### src/rtl/pq_gate_pkg.sv
package pq_gate_pkg;

  typedef enum logic [1:0] {
    PQ_RESET  = 2'b00,
    PQ_Q_ONLY = 2'b01,
    PQ_P_ONLY = 2'b10,
    PQ_BOTH   = 2'b11
  } pq_e;

  typedef struct packed {
    pq_e  pq;
    logic ntf;
  } pq_step_t;

  // trigger: only an idle source notifies, everything else saturates to 11
  function automatic pq_step_t pq_trigger(pq_e cur);
    pq_step_t r;
    if (cur == PQ_RESET) begin
      r.pq  = PQ_P_ONLY;
      r.ntf = 1'b1;
    end else begin
      r.pq  = PQ_BOTH;
      r.ntf = 1'b0;
    end
    return r;
  endfunction

  // eoi: a queued event (Q set with P) is replayed, else drop to idle
  function automatic pq_step_t pq_eoi(pq_e cur);
    pq_step_t r;
    if (cur == PQ_BOTH) begin
      r.pq  = PQ_P_ONLY;
      r.ntf = 1'b1;
    end else begin
      r.pq  = PQ_RESET;
      r.ntf = 1'b0;
    end
    return r;
  endfunction

endpackage

### src/rtl/pq_src_cell.sv
module pq_src_cell
  import pq_gate_pkg::*;
(
  input  logic clk_i,
  input  logic rst_ni,
  input  logic en_i,
  input  logic pq_off_i,
  input  logic lsi_i,
  input  logic level_i,
  input  logic trig_i,
  input  logic eoi_i,
  input  logic take_i,
  output logic pend_o,
  output logic chk_o,
  output logic err_o
);

  pq_e      pq_q, pq_d;
  logic     pend_q, chk_q;
  logic     bypass, do_eoi, do_trig;
  logic     ntf, ntf_chk;
  pq_step_t s_eoi, s_trig;

  always_comb begin
    bypass  = pq_off_i & ~lsi_i;
    do_eoi  = en_i & eoi_i;
    do_trig = en_i & (trig_i | (eoi_i & lsi_i & level_i));
    pq_d    = pq_q;
    ntf     = 1'b0;
    ntf_chk = 1'b1;
    err_o   = 1'b0;
    s_eoi   = pq_eoi(pq_q);
    s_trig  = pq_trigger(pq_q);
    if (bypass) begin
      err_o = do_eoi;
      if (en_i & trig_i) begin
        ntf     = 1'b1;
        ntf_chk = 1'b0;
      end
    end else begin
      if (do_eoi) begin
        pq_d = s_eoi.pq;
        ntf  = s_eoi.ntf;
      end
      if (do_trig) begin
        s_trig = pq_trigger(pq_d);
        pq_d   = s_trig.pq;
        ntf    = ntf | s_trig.ntf;
      end
    end
  end

  always_ff @(posedge clk_i or negedge rst_ni) begin
    if (!rst_ni) begin
      pq_q   <= PQ_RESET;
      pend_q <= 1'b0;
      chk_q  <= 1'b1;
    end else begin
      pq_q   <= pq_d;
      pend_q <= (pend_q & ~take_i) | ntf;
      if (ntf) chk_q <= ntf_chk;
    end
  end

  assign pend_o = pend_q;
  assign chk_o  = chk_q;

  a_r6_offload_state_frozen: assert property (@(posedge clk_i) disable iff (!rst_ni)
    (pq_off_i && !lsi_i) |=> (pq_q == $past(pq_q)));

  a_r9_out_of_range_frozen: assert property (@(posedge clk_i) disable iff (!rst_ni)
    !en_i |=> (pq_q == $past(pq_q)));

  a_r2_no_q_only_state: assert property (@(posedge clk_i) disable iff (!rst_ni)
    pq_q != PQ_Q_ONLY);

  a_r10_pending_kept: assert property (@(posedge clk_i) disable iff (!rst_ni)
    (pend_q && !take_i) |=> pend_q);

endmodule

### src/rtl/pq_rr_arb.sv
module pq_rr_arb #(
  parameter int N = 8
) (
  input  logic [N-1:0]                     req_i,
  input  logic [((N > 1) ? $clog2(N) : 1)-1:0] ptr_i,
  output logic [N-1:0]                     gnt_o,
  output logic [((N > 1) ? $clog2(N) : 1)-1:0] idx_o,
  output logic                             any_o
);

  localparam int IW = (N > 1) ? $clog2(N) : 1;

  int c;

  always_comb begin
    gnt_o = '0;
    idx_o = '0;
    any_o = 1'b0;
    c     = 0;
    for (int k = 0; k < N; k++) begin
      c = int'(ptr_i) + k;
      if (c >= N) c = c - N;
      if (!any_o && req_i[c]) begin
        any_o    = 1'b1;
        gnt_o[c] = 1'b1;
        idx_o    = IW'(c);
      end
    end
  end

endmodule

### src/rtl/pq_trigger_gate.sv
module pq_trigger_gate #(
  parameter int NUM_SRC = 8,
  localparam int SRC_W  = (NUM_SRC > 1) ? $clog2(NUM_SRC) : 1,
  localparam int CNT_W  = $clog2(NUM_SRC + 1)
) (
  input  logic               clk_i,
  input  logic               rst_ni,
  input  logic               pq_off_i,
  input  logic [CNT_W-1:0]   src_count_i,
  input  logic [NUM_SRC-1:0] is_lsi_i,
  input  logic [NUM_SRC-1:0] level_i,
  input  logic [NUM_SRC-1:0] trig_i,
  input  logic [NUM_SRC-1:0] eoi_i,
  output logic               ntf_valid_o,
  input  logic               ntf_ready_i,
  output logic [SRC_W-1:0]   ntf_src_o,
  output logic               ntf_checked_o,
  output logic               eoi_err_o
);

  logic [NUM_SRC-1:0] en, pend, chk, err, gnt, take;
  logic [SRC_W-1:0]   idx, ptr_q;
  logic               any, load;
  logic               out_v_q, out_chk_q, err_q;
  logic [SRC_W-1:0]   out_src_q;

  for (genvar i = 0; i < NUM_SRC; i++) begin : g_src
    assign en[i] = src_count_i > CNT_W'(i);
    pq_src_cell u_cell (
      .clk_i   (clk_i),
      .rst_ni  (rst_ni),
      .en_i    (en[i]),
      .pq_off_i(pq_off_i),
      .lsi_i   (is_lsi_i[i]),
      .level_i (level_i[i]),
      .trig_i  (trig_i[i]),
      .eoi_i   (eoi_i[i]),
      .take_i  (take[i]),
      .pend_o  (pend[i]),
      .chk_o   (chk[i]),
      .err_o   (err[i])
    );
  end

  pq_rr_arb #(.N(NUM_SRC)) u_arb (
    .req_i(pend),
    .ptr_i(ptr_q),
    .gnt_o(gnt),
    .idx_o(idx),
    .any_o(any)
  );

  assign load = ~out_v_q | ntf_ready_i;
  assign take = load ? gnt : '0;

  always_ff @(posedge clk_i or negedge rst_ni) begin
    if (!rst_ni) begin
      out_v_q   <= 1'b0;
      out_src_q <= '0;
      out_chk_q <= 1'b0;
      ptr_q     <= '0;
      err_q     <= 1'b0;
    end else begin
      err_q <= |err;
      if (load) begin
        out_v_q <= any;
        if (any) begin
          out_src_q <= idx;
          out_chk_q <= chk[idx];
          ptr_q     <= (int'(idx) == NUM_SRC - 1) ? '0 : idx + 1'b1;
        end
      end
    end
  end

  assign ntf_valid_o   = out_v_q;
  assign ntf_src_o     = out_src_q;
  assign ntf_checked_o = out_chk_q;
  assign eoi_err_o     = err_q;

  a_r10_hold_when_stalled: assert property (@(posedge clk_i) disable iff (!rst_ni)
    (ntf_valid_o && !ntf_ready_i) |=> (ntf_valid_o && $stable(ntf_src_o) && $stable(ntf_checked_o)));

  a_r11_single_grant: assert property (@(posedge clk_i) disable iff (!rst_ni)
    $onehot0(gnt) && ((gnt & ~pend) == '0));

  a_r11_grant_when_pending: assert property (@(posedge clk_i) disable iff (!rst_ni)
    (pend != '0) |-> any);

  a_r8_err_needs_offload: assert property (@(posedge clk_i) disable iff (!rst_ni)
    (err != '0) |=> (eoi_err_o && $past(pq_off_i)));

endmodule

### config.mk
export PLATFORM = sky130hd
export DESIGN_NAME = pq_trigger_gate
export DESIGN_NICKNAME = d
export VERILOG_FILES = /design/src/rtl/pq_gate_pkg.sv /design/src/rtl/pq_src_cell.sv /design/src/rtl/pq_rr_arb.sv /design/src/rtl/pq_trigger_gate.sv
export SDC_FILE = /design/constraint.sdc
export NUM_CORES = 1
export LEC_CHECK = 0
export ABC_AREA = 1
export BUFFER_PORTS_ARGS = -buffer_cell sky130_fd_sc_hd__buf_2
export CAP_MARGIN = 20
export CORE_UTILIZATION = 40
export DETAILED_ROUTE_END_ITERATION = 16
export SYNTH_ARGS = -nofsm -noshare
export SYNTH_HDL_FRONTEND = slang
export SYNTH_SLANG_ARGS = --single-unit
### constraint.sdc
create_clock -name clk_i -period 2.8 [get_ports clk_i]
set_input_delay 0.14 -clock clk_i [delete_from_list [all_inputs] [get_ports clk_i]]
set_output_delay 0.14 -clock clk_i [all_outputs]
set_load 0.01 [all_outputs]
# == Word-level counts from Yosys, hierarchy flattened ==
# Cells that the tools add are included.
# totals
reg_bits,41
latch_bits,0
ramBits,0
romBits,0
input_bits,40
output_inout_bits,6
elab_cells,420
mem_count,0
# op_classes
n_addsub,16
n_mul,0
div,0
magnitude_cmp,33
eq_ne,9
shift,0
n_mux,196
bitwise,105
reduce_logical,32
# op_table
operator,n
"32-bit by 1-bit >= comparator with 1-bit output, second input constant",8
"32-bit by 5-bit less-than comparator with 1-bit output, second input constant",8
32-bit two-way mux,8
"32-bit by 5-bit >= comparator with 1-bit output, second input constant",7
"32-bit by 5-bit subtractor with 32-bit output, second input constant",7
3-bit two-way mux,33
1-bit two-way mux,97
8-bit two-way mux,9
2-bit two-way mux,32
1-bit AND,56
8-bit OR,7
1-bit binary-select mux with 3-bit select,9
1-bit OR,25
1-bit demux with 3-bit select,8
1-bit inverter,17
"3-bit by 3-bit adder with 4-bit output, second input constant",4
"2-bit == test, second input constant",8
"4-bit by 3-bit greater-than comparator with 1-bit output, second input constant",4
2-bit zero test,8
1-bit logical AND,15
"3-bit by 2-bit adder with 4-bit output, second input constant",2
"4-bit by 1-bit greater-than comparator with 1-bit output, second input constant",2
"4-bit by 2-bit greater-than comparator with 1-bit output, second input constant",2
8-bit OR reduction,1
other kinds (8),14

# == Longest topological paths before layout ==
# Gate-level depths: netlist (run 1).
# logic_depth
ltp_word,31
mapped_depth,21
depth_no_buf,18

# == Modules after synthesis ==
# From an unflattened synthesis (run 1), not the netlist that was laid out.
# hier_totals
hier_cells,693
area_unflattened_um2,4247.8
# modules_own_cells
module,n_inst,cells_per_inst,area_per_inst_um2,seq_area_each_um2
pq_src_cell,8,37,259.0,101.3
pq_rr_arb,1,307,1560.2,0.0
pq_trigger_gate,1,90,615.6,225.2

# == Worst setup path after synthesis (run 1) ==
# No wires, ideal clock.
# synth_timing
path_type,flip-flop to flip-flop
startpoint,register ptr_q[0]
endpoint,register ptr_q[2]
setup_ps,128
arrival_time_ps,2922
required_ps,2672
path_slack_ps,-249
path_stages_with_launch,20
n_path_buf,3
synth_period_minus_slack_ps,3049
cell_sequence,dfrtp_1 -> inv_2 -> buf_1 -> ha_1 -> buf_2 -> inv_2 -> buf_6 -> nand3_1 -> nand2_1 -> nand2_1 -> nand2_2 -> nand4_4 -> nor2_1 -> nand2_1 -> and2_1 -> nand3_2 -> ha_1 -> ha_1 -> nand2_1 -> o21ai_0
# synth_between
elab_chain_cells,29
elab_cells_between_ends,89
classes_between,add/sub: 16; order compare: 8; eq/ne: 1; mux: 49; reduce/logical: 15
# synth_lines
item,line,source
start: declaration,pq_trigger_gate.sv:22,"logic [SRC_W-1:0] idx, ptr_q;"
start signal: assignment,pq_trigger_gate.sv:70,ptr_q <= (int'(idx) == NUM_SRC - 1) ? '0 : idx + 1'b1;
"parallel branches: the longest is 26 deep, another holds 32-bit by 5-bit subtractor with 32-bit output",-,
3-bit two-way mux *,pq_rr_arb.sv:23,if (!any_o && req_i[c]) begin
net idx[1],pq_trigger_gate.sv:22,
3-bit by 1-bit adder with 3-bit output or 3-bit by 1-bit == test with 1-bit output (tied branches),pq_trigger_gate.sv:70,
3-bit two-way mux *,pq_trigger_gate.sv:70,
# Mark *: on every way through the listed nets, which the timed path passes. The select of a mux whose other input is x is not followed.
# A chain may end at the register's enable or synchronous reset.

# == Worst setup path in the final report (run 1) ==
# Same ends and word-level chain as after synthesis.

==> results.txt, run 1 <==
The flow ran to the end, but the final reports show violations. The checks that failed: negative hold slack. In this run the critical register-to-register path is captured at ptr_q[2]. The clock net sink count is 41. The launching element of the worst setup path was ptr_q[0]. The worst register-to-register path has a setup slack of 190 ps.

The width of the die is 97.7 µm. Buffers placed on the I/O ports in this run total 45. The average vias per placed instance was 5.32; the final critical-path required period was 2610 ps.

The setup path with the least slack is of type reg -> reg. The floorplan die area is 9550 µm², and the timing-limited maximum frequency is 383 MHz. In this run the count of I/O pins placed on the die edge is 46.

The logs give 0.909 for the weighted congestion reported at the end of routability-driven placement and 684 for the layout net count. The register area share after synthesis was 0.283. The synthesized design contains 0 enable-type register cells. The max-cap check violation count is 0, and the aggregate global routing overflow is 0. The count of TritonRoute iterations in the first routing pass was 6. Post-route clock skew: 9.52 ps. The critical path ends at ptr_q[2]. In the synthesized netlist, the cells that appear most often are nand2_1, nand3_1, nor2_1, inv_1, o21ai_0. Entering global routing, the biggest net connects 42 pins.

0 antenna diodes ended up in the layout. The starting density of the core was 0.416. The type of origin of the critical path was a flop. From synthesis to final layout, the design area changed by 18.5%.

Data arrives at the worst endpoint at 2780 ps. In this run the cell area of the synthesized design comes to 3660 µm². TritonCTS built the clock tree. In this run the mean area of a mapped cell was 6.47 µm².

Once detail routing completed, the nets flagged for antenna violations numbered 0. The most used flip-flop cell after synthesis is dfrtp_1. Transition time at the pin with the least slew margin: 890 ps.

The areal power density over the cells is 1300 nW/µm². The worst hold slack came out at -36.0 ps. For this run, the number of Yosys warnings is 0. The run gives 3647 as the via count of the first global-routing pass. The number of buffers inserted during clock tree synthesis came out at 5. After filler insertion, the fill cell instance count of the layout stands at 891. After detailed routing, the number of remaining DRC violations is 0.

Initial antenna violation count: 0. In the final timing run, aggregate negative setup slack is 0 ps. Number of endpoints with negative hold slack in the final report: 33. The worst hold path belongs to the class in -> async.

For this block, the initial DRC count from the detailed router was 174. The post-route fraction of the period consumed by the critical path was 0.932. The H-tree generated during clock tree synthesis spans 2 levels. After detailed routing, the average wire length per cell comes to 13.7 µm. The fraction of post-synthesis cell area in the top cell type by area was 0.225.

After synthesis, the netlist uses 44 different library cells. Prior to clock tree synthesis, the placed netlist has a worst setup slack of 68.8 ps. After synthesis, the cell types taking the most area are dfrtp_1, nand2_1, nand3_1, nor2_1, dfstp_2.

The maximum net fanout on the critical path is 27. Setup violations remaining at the end of the flow were counted as 0. The die is 97.7 µm tall. Count of pins over their slew limit: 0. The worst setup path is captured at a flop. The tree is rooted in a clkbuf_8. Most common cell in the netlist: nand2_1.

Setup slack on the critical path of the routed design comes to 192 ps. Summing over every cut layer, the via total after detailed routing is 3953. The run gives 290 ps as the source-to-sink clock delay at the later pin of the worst-skew pair. The logs give 10.2 mm for the total length of routed wires and 0.220 for the overall track demand over capacity in global routing.

At the worst endpoint, the required time is 2970 ps. The total power after layout was 5640 µW. The proportion of layout cells with a drive suffix above 1 came out at 0.213.

The worst-case IR drop observed on VDD is 0.480 mV. The first-pass GRT wire length was 17.1 mm; the floorplan core area was 8810 µm². The count of state elements after synthesis was 41.

The number of hold buffers added after CTS was 0. In this run the static leakage power is 0.00220 µW. The share of synthesized flip-flops with an asynchronous set or reset is 1.00. After floorplanning, the core was divided into 34 placement rows.

The tools report the synthesized netlist net count as 616. The top cell type by total area after synthesis was dfrtp_1. After legalization and detailed placement, the total HPWL measured 8.08 mm. Synthesis produced 566 cells. The run gives 2 as the number of buffers between clock root and the deepest sink. The worst reg2reg path depth was 18.

The worst register-to-register path begins at ptr_q[0]. The clock input transition at the sequential cells of the worst setup and hold paths was 80 ps; the worst slew margin relative to its limit was 0.407.
-- what timing repair did --
action	4_1_cts	5_1_grt
gates resized for setup	0	14
setup buffers	0	7
endpoints found under the setup margin	0	8
-- kinds of logic (layout without fill, tap and decap cells) --
kind of cell,Yosys count,count (layout),share of synthesized area
flops,41,41,0.283
buf+inv,73,142,0.0840
xor+xnor,1,1,0.00239
compound gates,97,97,0.159
fa+ha+maj,10,10,0.0342
simple gates,344,344,0.437
-- worst max-delay path, cell delays in order, from the launching register on --
cell     delay [ps]
dfrtp_1         400
inv_2           120
buf_12          190
nand2_1          80
nand3_1         110
nand3_2         130
nand2_4         140
inv_2           100
nand3_2         100
nor2_1           50
nor2_1           80
nand2_1          70
nor2_2           90
and2_1          150
nand3_2          90
ha_1            190
ha_1            270
nand2_1          60
o21ai_0          70
-- per-stage QoR --
stage	area, µm²	util	hold slack (ps)	cells
3_5_place_dp	4110	0.467	321	728
3_3_place_gp	4110	0.467	321	728
5_1_grt	4340	0.493	36.4	743
4_1_cts	4220	0.479	4.44	736
6_report	4340	0.493	-36.0	743
2_1_floorplan	3680	-	-156	566
-- flip-flops by register name (all words and copies together), names as in the netlist --
register / cells
eoi_err_o: 1
g_src.u_cell.chk_o: 8
g_src.u_cell.pend_o: 8
g_src.u_cell.pq_q: 16
ntf_checked_o: 1
ntf_src_o: 3
ntf_valid_o: 1
ptr_q: 3
-- per-layer routing --
metal  wire, µm  vias up  part of all wire  global-route usage
met2       4700      138              0.46               0.372
li1           -     2029                 -                   -
met1       4620     1772              0.45               0.289
met4        201        0             0.020              0.0711
met5          0        -                 0                   0
met3        642       14             0.063              0.0324
-- cells in the final DEF, fill, tap and decap left out, types with 3 or more instances in the layout --
master,instances
o211ai_1,4
buf_2,45
a32oi_1,3
nor3_1,14
nand2_4,5
dfrtp_1,32
nor2_2,5
nand3_1,66
nand3_4,3
inv_2,6
ha_1,9
o21ai_0,39
buf_4,22
a211oi_1,4
or2_2,4
clkbuf_8,5
o21a_1,4
a21oi_1,11
nand2_1,153
inv_1,54
o22ai_1,17
inv_4,3
dfstp_2,8
nor2_1,65
nor2_4,3
nand3_2,9
a31oi_1,7
nand2_2,7
nand4_1,3
-- how the worst min path moves through the flow --
stage                                    to  slack, ps  cells after the start
floorplan                         eoi_err_o       -160                      0
global placement    g_src[4].u_cell.pq_q[1]        320                      1
detailed placement  g_src[7].u_cell.pq_q[0]        320                      1
CTS                 g_src[4].u_cell.pq_q[1]          4                      1
global route        g_src[7].u_cell.pq_q[0]         40                      1
finish              g_src[7].u_cell.pq_q[1]        -40                      1
-- layout make-up --
type / count / area [µm²] / area share
repair buffers: 70 / 433 / 0.0997
well taps: 108 / 135 / 0.0311
clock inverters: 2 / 35.0 / 0.00807
flip-flops and latches: 41 / 1040 / 0.239
multi-input cells: 452 / 2380 / 0.547
clock buffers: 6 / 72.6 / 0.0167
inverters: 64 / 253 / 0.0582
-- power breakdown --
| group | switching (µW) | internal (µW) |
|---|---|---|
| Clock | 197 | 265 |
| Combinational | 2720 | 1510 |
| Sequential | 135 | 808 |
Note: power is estimated with default switching activity, not from simulation.
==> inputs of run 2 (changes only) <==
--- a/config.mk
+++ b/config.mk
@@ -6,10 +6,12 @@
 export NUM_CORES = 1
 export LEC_CHECK = 0
 export ABC_AREA = 1
-export BUFFER_PORTS_ARGS = -buffer_cell sky130_fd_sc_hd__buf_2
 export CAP_MARGIN = 20
+export CORE_ASPECT_RATIO = 1.75
 export CORE_UTILIZATION = 40
+export CTS_BUF_LIST = sky130_fd_sc_hd__clkbuf_2 sky130_fd_sc_hd__clkbuf_4 sky130_fd_sc_hd__clkbuf_8
 export DETAILED_ROUTE_END_ITERATION = 16
+export DONT_BUFFER_PORTS = 1
 export SYNTH_ARGS = -nofsm -noshare
 export SYNTH_HDL_FRONTEND = slang
 export SYNTH_SLANG_ARGS = --single-unit
==> results.txt, run 2 (synthesized netlist as in run 1, its figures left out) <==
The run finished with clean final reports. Wires add up to 11.3 mm. For this run the aggregate overflow at the end of global routing stands at 0. The met1 demand-to-capacity share in global routing was 0.260; the post-route clock skew was 10.1 ps.

Summed over all nets, the half-perimeter wirelength after detailed placement is 8.64 mm. The post-route fraction of the period consumed by the critical path was 0.963; the minimum setup slack in the final design was 103 ps. The tightest min-delay check is of the in -> reg type. At the worst endpoint, the required time is 2990 ps. Most congested layer reported by global routing: met2.

From synthesis to final layout, the design area changed by 20.8%. Dividing the detail-routed wire length by the instance count gives 15.7 µm. The height of the die was 129 µm; the count of pins over their slew limit was 0. The number of buffers inserted during clock tree synthesis was 5; the floorplan core area was 8780 µm². At the end of the flow, the number of nets in the layout was 653. The tree is rooted in a clkbuf_8. The clock net sink count was 41.

The most common cell after layout, fill and taps aside was nand2_1. For the count of endpoints failing setup in the final report, the log shows 0. After clock tree synthesis, the clock-pin slew on the worst setup and hold paths is 80 ps.

For the utilization after layout, the log shows 0.504. STA classifies the critical path endpoint as a flop. The worst setup timing slack at the placement stage is -2.49 ps, and the max-cap check violation count is 0. For the count of TritonRoute iterations in the first routing pass, the log shows 5. Derived from the worst setup path, the maximum achievable clock frequency is 371 MHz. The floorplan has 45 rows.

STA classifies the critical path startpoint as a flop. In this run the count of I/O pins placed on the die edge is 46. The later pin in the worst-skew pair is clocked with a latency of 300 ps.

Worst slew margin relative to its limit: 0.658. In the routed design, unresolved DRC markers number 0. Counting I/O delays and the setup requirement, the final critical path takes 2700 ps. The register with the most flip-flops in the layout has 16 of them. The detailed router placed 4084 vias in this run.

Fraction of met3 tracks used by global routing: 0.0204. The number of endpoints with negative hold slack in the final report came out at 0. In the layout the commonest cells are nand2_1, nor2_1, nand3_1. Setup repair after global routing could not meet its margin everywhere. In this run, the number of DRC markers left after iteration 0 of detailed routing was 214.

The tools report the total power after layout as 6190 µW. The top register by number of flip-flops was g_src.u_cell.pq_q. The final antenna-violating net count is 0. The weighted congestion reported at the end of routability-driven placement was 0.964; the areal power density over the cells was 1400 nW/µm². The first-pass GRT wire length was 18.3 mm; the overall track demand over capacity in global routing was 0.248.

For the starting density of the core, the log shows 0.417. Across all hold checks on the routed design, the worst slack comes to 28.9 ps. The met2 track demand over resource in global routing is 0.469. The pin count of the biggest net entering global routing was 42; the maximum net fanout on the critical path was 8. The logs give 2 for the number of buffers between clock root and the deepest sink and 2 for the number of levels the H-tree was split into.

After detailed routing, the number of vias per cell comes to 5.66. The count of inserted antenna diode cells came out at 0. For the pin with the worst max-slew slack, the measured transition is 508 ps. For the via count of the first global-routing pass, the log shows 4001.

The die covers 9560 µm². The width of the die is 74.3 µm. The run gives 4430 µm² as the area of all placed cells without fillers. The initial antenna violation count came out at 0.

The tools report the arrival time reported for the critical path endpoint as 2890 ps. The worst supply voltage drop on vdd is 0.670 mV, and the proportion of layout cells with a drive suffix above 1 is 0.205. Summing all placed instances gives a cell area of 3900 µm². The type of the setup path with the least slack is reg -> reg.

Buffers placed on the I/O ports in this run total 0. TritonCTS built the clock tree. Summed over all cells, the static leakage comes to 0.00211 µW.
run 2: cell types whose count changed in the layout (fill, tap and decap cells not counted), moves of 4 or more:
cell | before | now
nand3_2 | 9 | 13
buf_4 | 22 | 30
buf_2 | 45 | 0
nand2_2 | 7 | 13
nand3_1 | 66 | 60
nand2_1 | 153 | 147
run 2: critical path, stage by stage (launching register included):
cell        delay, ps
dfrtp_2           480
buf_12            160
buf_12            130
nand2_1            90
nand3_2            90
nand3_2           120
nand2_4            80
buf_4             150
nor2_4            100
nand4_4           170
nor2_4            160
buf_6             120
clkinvlp_4        200
nor2_2            150
nor2_1             50
nand3_1           130
nand2_1            80
nand2_1            80
nand2_1            40
run 2: final timing paths:
| kind | from | to | slack, ps | cells after the start |
|---|---|---|---|---|
| min | trig_i[6] | g_src[6].u_cell.pend_o | 30 | 2 |
| max in group asynchronous | rst_ni | g_src[2].u_cell.chk_o | 2190 | 2 |
| min in group asynchronous | rst_ni | ptr_q[2] | 340 | 2 |
| min reg2reg | g_src[1].u_cell.chk_o | g_src[1].u_cell.chk_o | 470 | 2 |
| max | ptr_q[0] | g_src[5].u_cell.pend_o | 100 | 18 |
| max reg2reg | ptr_q[0] | g_src[5].u_cell.pend_o | 100 | 18 |
run 2: through the flow:
step / std cells / TNS [ps]
4_1_cts: 704 / 0
6_report: 721 / 0
3_5_place_dp: 692 / -2.49
5_1_grt: 721 / -75.5
3_3_place_gp: 692 / 0
2_1_floorplan: 566 / 0
run 2: routing by layer:
metal | vias up | wire, µm
met1 | 1895 | 4120
met4 | 0 | 613
met5 | - | 0
li1 | 1978 | -
met2 | 159 | 6070
met3 | 52 | 513
run 2: final cells by class:
type	count	area, µm²
clock buffer	6	82.6
tap	117	146
clock inverter	2	37.5
fill	914	4360
multi-input combinational	452	2490
sequential	41	1040
inverter	64	269
timing repair buffer	39	358
run 2: report_power, final:
| part | leakage, µW | internal (µW) | total (µW) | switching [µW] |
|---|---|---|---|---|
| Combinational | 0.00162 | 1750 | 4710 | 2960 |
| Clock | 0.0000574 | 290 | 496 | 207 |
| Sequential | 0.000437 | 811 | 984 | 173 |
run 2: what timing repair did:
item,4_1_cts,5_1_grt
hold buffers,4,0
hold endpoints to repair,43,0
pin swaps,0,19
buffers inserted,0,17
gates resized for setup,1,50
setup endpoints to repair,1,13
==> inputs of run 3 (changes only) <==
--- a/config.mk
+++ b/config.mk
@@ -5,7 +5,7 @@
 export SDC_FILE = /design/constraint.sdc
 export NUM_CORES = 1
 export LEC_CHECK = 0
-export ABC_AREA = 1
+export ABC_AREA = 0
 export CAP_MARGIN = 20
 export CORE_ASPECT_RATIO = 1.75
 export CORE_UTILIZATION = 40
==> results.txt, run 3 <==
Worst supply voltage drop on vdd: 0.591 mV. The congestion estimate from routability-driven global placement came to 0.934. By count the netlist is led by nand2_1, nor2_1, dfrtp_1, o21ai_0, a21oi_1. Entering global routing, the biggest net connects 42 pins. The flow ran to the end, but the final reports show violations.

46 I/O pins were placed. The mapped netlist covers 3400 µm². Average vias per placed instance: 5.99.

The die is 71.7 µm wide. Buffers placed on the I/O ports in this run total 0. The detail route stage leaves a number of antenna-violating nets equal to 0. The synthesized netlist contains 57 unique library cells.

Across all layers, the routed design uses 3421 vias. The logs give 3390 µW for the cell-internal power and 0.00188 µW for the total leakage power. The proportion of layout cells with a drive suffix above 1 works out to 0.319. STA classifies the critical path startpoint as a flop. Count of inserted antenna diode cells: 0. Ranked by total cell area, the synthesized netlist is headed by dfrtp_1, dfstp_2, mux4_2, nand2_1, mux2i_1. The source-to-sink clock delay at the later pin of the worst-skew pair was 300 ps. Most frequently used flop master after synthesis: dfrtp_1.

The average detailed-routed wire length per instance is 18.3 µm, and the areal power density over the cells is 1360 nW/µm². Max-cap check violation count: 0. Count of state elements after synthesis: 41. The floorplan step defined a die boundary enclosing 8890 µm².

The run gives 0.168 as the part of the power in registers. Initial antenna violation count: 0. The fraction of post-synthesis cell area in the top cell type by area is 0.243, and the height of the die is 124 µm. The post-route clock skew was 5.23 ps; the share of synthesized flip-flops with an asynchronous set or reset was 1.00. The total area inside the core boundary comes to 8260 µm². The HPWL after detailed placement is 8.04 mm.

In the post-synthesis netlist, the cell with the most instances is nand2_1. Counting every net in the synthesized netlist gives 459. The transition time at the pin with the least slew margin is 564 ps, and the overall track demand over capacity in global routing is 0.239.

The tree is rooted in a clkbuf_8. The average cell area after synthesis came out at 8.31 µm². The proportion of total power due to net switching is 0.445, and the DRC violation count after routing is 0. The run gives 0 as the count of pins over their slew limit. The post-placement cell area came out at 3960 µm². The via count of the first global-routing pass was 3539; the area of all placed cells without fillers was 4480 µm².

Leaving out fill and tap cells, the most frequent cell in the layout is buf_4. The flip-flop count of the largest register after layout is 16. The maximum net fanout on the critical path came out at 8. The register area share after synthesis came out at 0.305. The run gives 3030 ps as the data required time of the worst path.

The smallest clock period supported by the final layout is computed as 3300 ps. The starting density of the core was 0.412; the clock input transition at the sequential cells of the worst setup and hold paths was 80 ps. Summed over all layers, the global routing overflow is 0. For the part of the total power dissipated in combinational logic, the log shows 0.761. The top cell types in the final layout, fill and taps aside, are buf_4, nand2_1, nor2_1. CTS built an H-tree with a depth of 2. The checks that failed: negative setup slack.

The tools report the worst slew margin relative to its limit as 0.614. The logs give 409 for the number of cells produced by synthesis and 5 for the number of buffers inserted during clock tree synthesis. For the number of buffers between clock root and the deepest sink, the log shows 2.

For this block, the routed nets add up to 10.4 mm of wire. The synthesis-to-layout area growth is 31.6%, and the total of fill cells in the finished design is 773. The pre-antenna-repair detailed-routing pass consisted of 5 iterations. The tools report the fraction of power consumed by the clock network as 0.071. The initialized floorplan defines 44 standard-cell rows. The class of the most critical hold timing path is in -> reg. Top register by number of flip-flops: g_src.u_cell.pq_q.

The Yosys step of the flow raised 0 warnings. Based on the critical path, the design can be clocked at up to 303 MHz. The clock net sink count is 41, and the reported net switching power is 2710 µW. The tools report the layout net count as 528.

The tools report the count of endpoints failing setup in the final report as 16. The critical path is of the reg -> reg type. The synthesized design contains 0 enable-type register cells. TritonCTS built the clock tree.

Utilization after layout: 0.542. The detailed router finished its first iteration with 147 violations. The worst setup path is captured at a flop. The top cell type by total area after synthesis was dfrtp_1. The post-route fraction of the period consumed by the critical path is 1.18. Setup repair after global routing could not meet its margin everywhere.

The tools report the minimum setup slack in the final design as -497 ps. First-pass GRT wire length: 16.1 mm. The number of endpoints with negative hold slack in the final report is 0. Arrival time reported for the critical path endpoint: 3530 ps.
run 3: cell types whose count changed in the layout (fill, tap and decap cells not counted), sizes merged, moves of 9 or more:
cell    delta
nand2b    +10
mux4       +9
nand3     -63
o22ai     -16
mux2i     +20
nor2      -37
nand2    -111
buf       +37
nor2b     +16
a21oi     +11
inv       -50
and2      +10
run 3: layout make-up:
cell class,count,area [µm²],area share
Tap cell,92,115,0.0257
Sequential cell,41,1040,0.232
Inverter,13,61.3,0.0137
Clock buffer,7,96.3,0.0215
Timing Repair Buffer,76,644,0.144
Multi-Input combinational cell,341,2520,0.562
Clock inverter,1,5.00,0.00112
run 3: path summary, 6_finish.rpt:
| path | startpoint | endpoint | slack, ps | cells after the start |
|---|---|---|---|---|
| max in group asynchronous | rst_ni | g_src[7].u_cell.chk_o | 2240 | 2 |
| setup reg to reg | ptr_q[0] | ptr_q[0] | -500 | 11 |
| hold / removal | trig_i[0] | g_src[0].u_cell.pend_o | 5 | 2 |
| setup / recovery | ptr_q[0] | ptr_q[0] | -500 | 11 |
| hold reg to reg | g_src[4].u_cell.chk_o | g_src[4].u_cell.chk_o | 510 | 1 |
| min in group asynchronous | rst_ni | ntf_src_o[0] | 280 | 2 |
run 3: cell families after synthesis:
group                    count (synthesis)  synth area share
AO/OA/AOI/OAI                          121             0.230
XOR/XNOR                                 3           0.00773
buffers and inverters                   27            0.0346
flip-flops                              41             0.305
AND/OR/NAND/NOR                        170             0.240
multiplexers                            37             0.146
adder cells (fa/ha/maj)                 10            0.0368
run 3: routing by layer:
| metal | vias to the layer above | part of all wire | global-route usage |
|---|---|---|---|
| met3 | 50 | 0.027 | 0.0291 |
| met2 | 81 | 0.56 | 0.471 |
| met5 | - | 0 | 0 |
| met4 | 0 | 0.063 | 0.174 |
| met1 | 1649 | 0.35 | 0.217 |
| li1 | 1641 | - | - |
run 3: worst max-delay path: stages (launching register included):
cell and delay, ps:
dfrtp_2 450, buf_12 160, clkinv_8 50, ha_4 270, mux4_2 540, or3_4 430, buf_6 150, or3_4 330
a32o_2 290, ha_4 160, or3_1 300, o21ai_1 80
run 3: stage by stage:
stage / hold slack (ps) / setup WS [ps] / std cells / TNS, ps / total power, µW
global placement: -155 / -670 / 548 / -7220 / 4820
CTS: 0.887 / -432 / 568 / -4340 / 5770
global route: 18.3 / -594 / 571 / -7460 / 6490
detailed placement: -155 / -615 / 548 / -6410 / 4840
floorplan: -156 / -749 / 409 / -8230 / 3300
finish: 5.07 / -497 / 571 / -5750 / 6100
run 3: power groups by stage:
stage / logic [µW] / registers (µW) / clock network [µW]
3_5_place_dp: 3820 / 1020 / 0
5_1_grt: 4980 / 1050 / 457
3_3_place_gp: 3810 / 1010 / 0
4_1_cts: 4300 / 1020 / 445
6_report: 4640 / 1030 / 434
2_1_floorplan: 2360 / 947 / 0
run 3: timing repair:
item,in CTS,in global routing
pin swaps,16,18
hold buffers,4,0
setup endpoints to repair,15,16
resized for setup,39,23
setup buffers,9,5
hold endpoints to repair,43,0
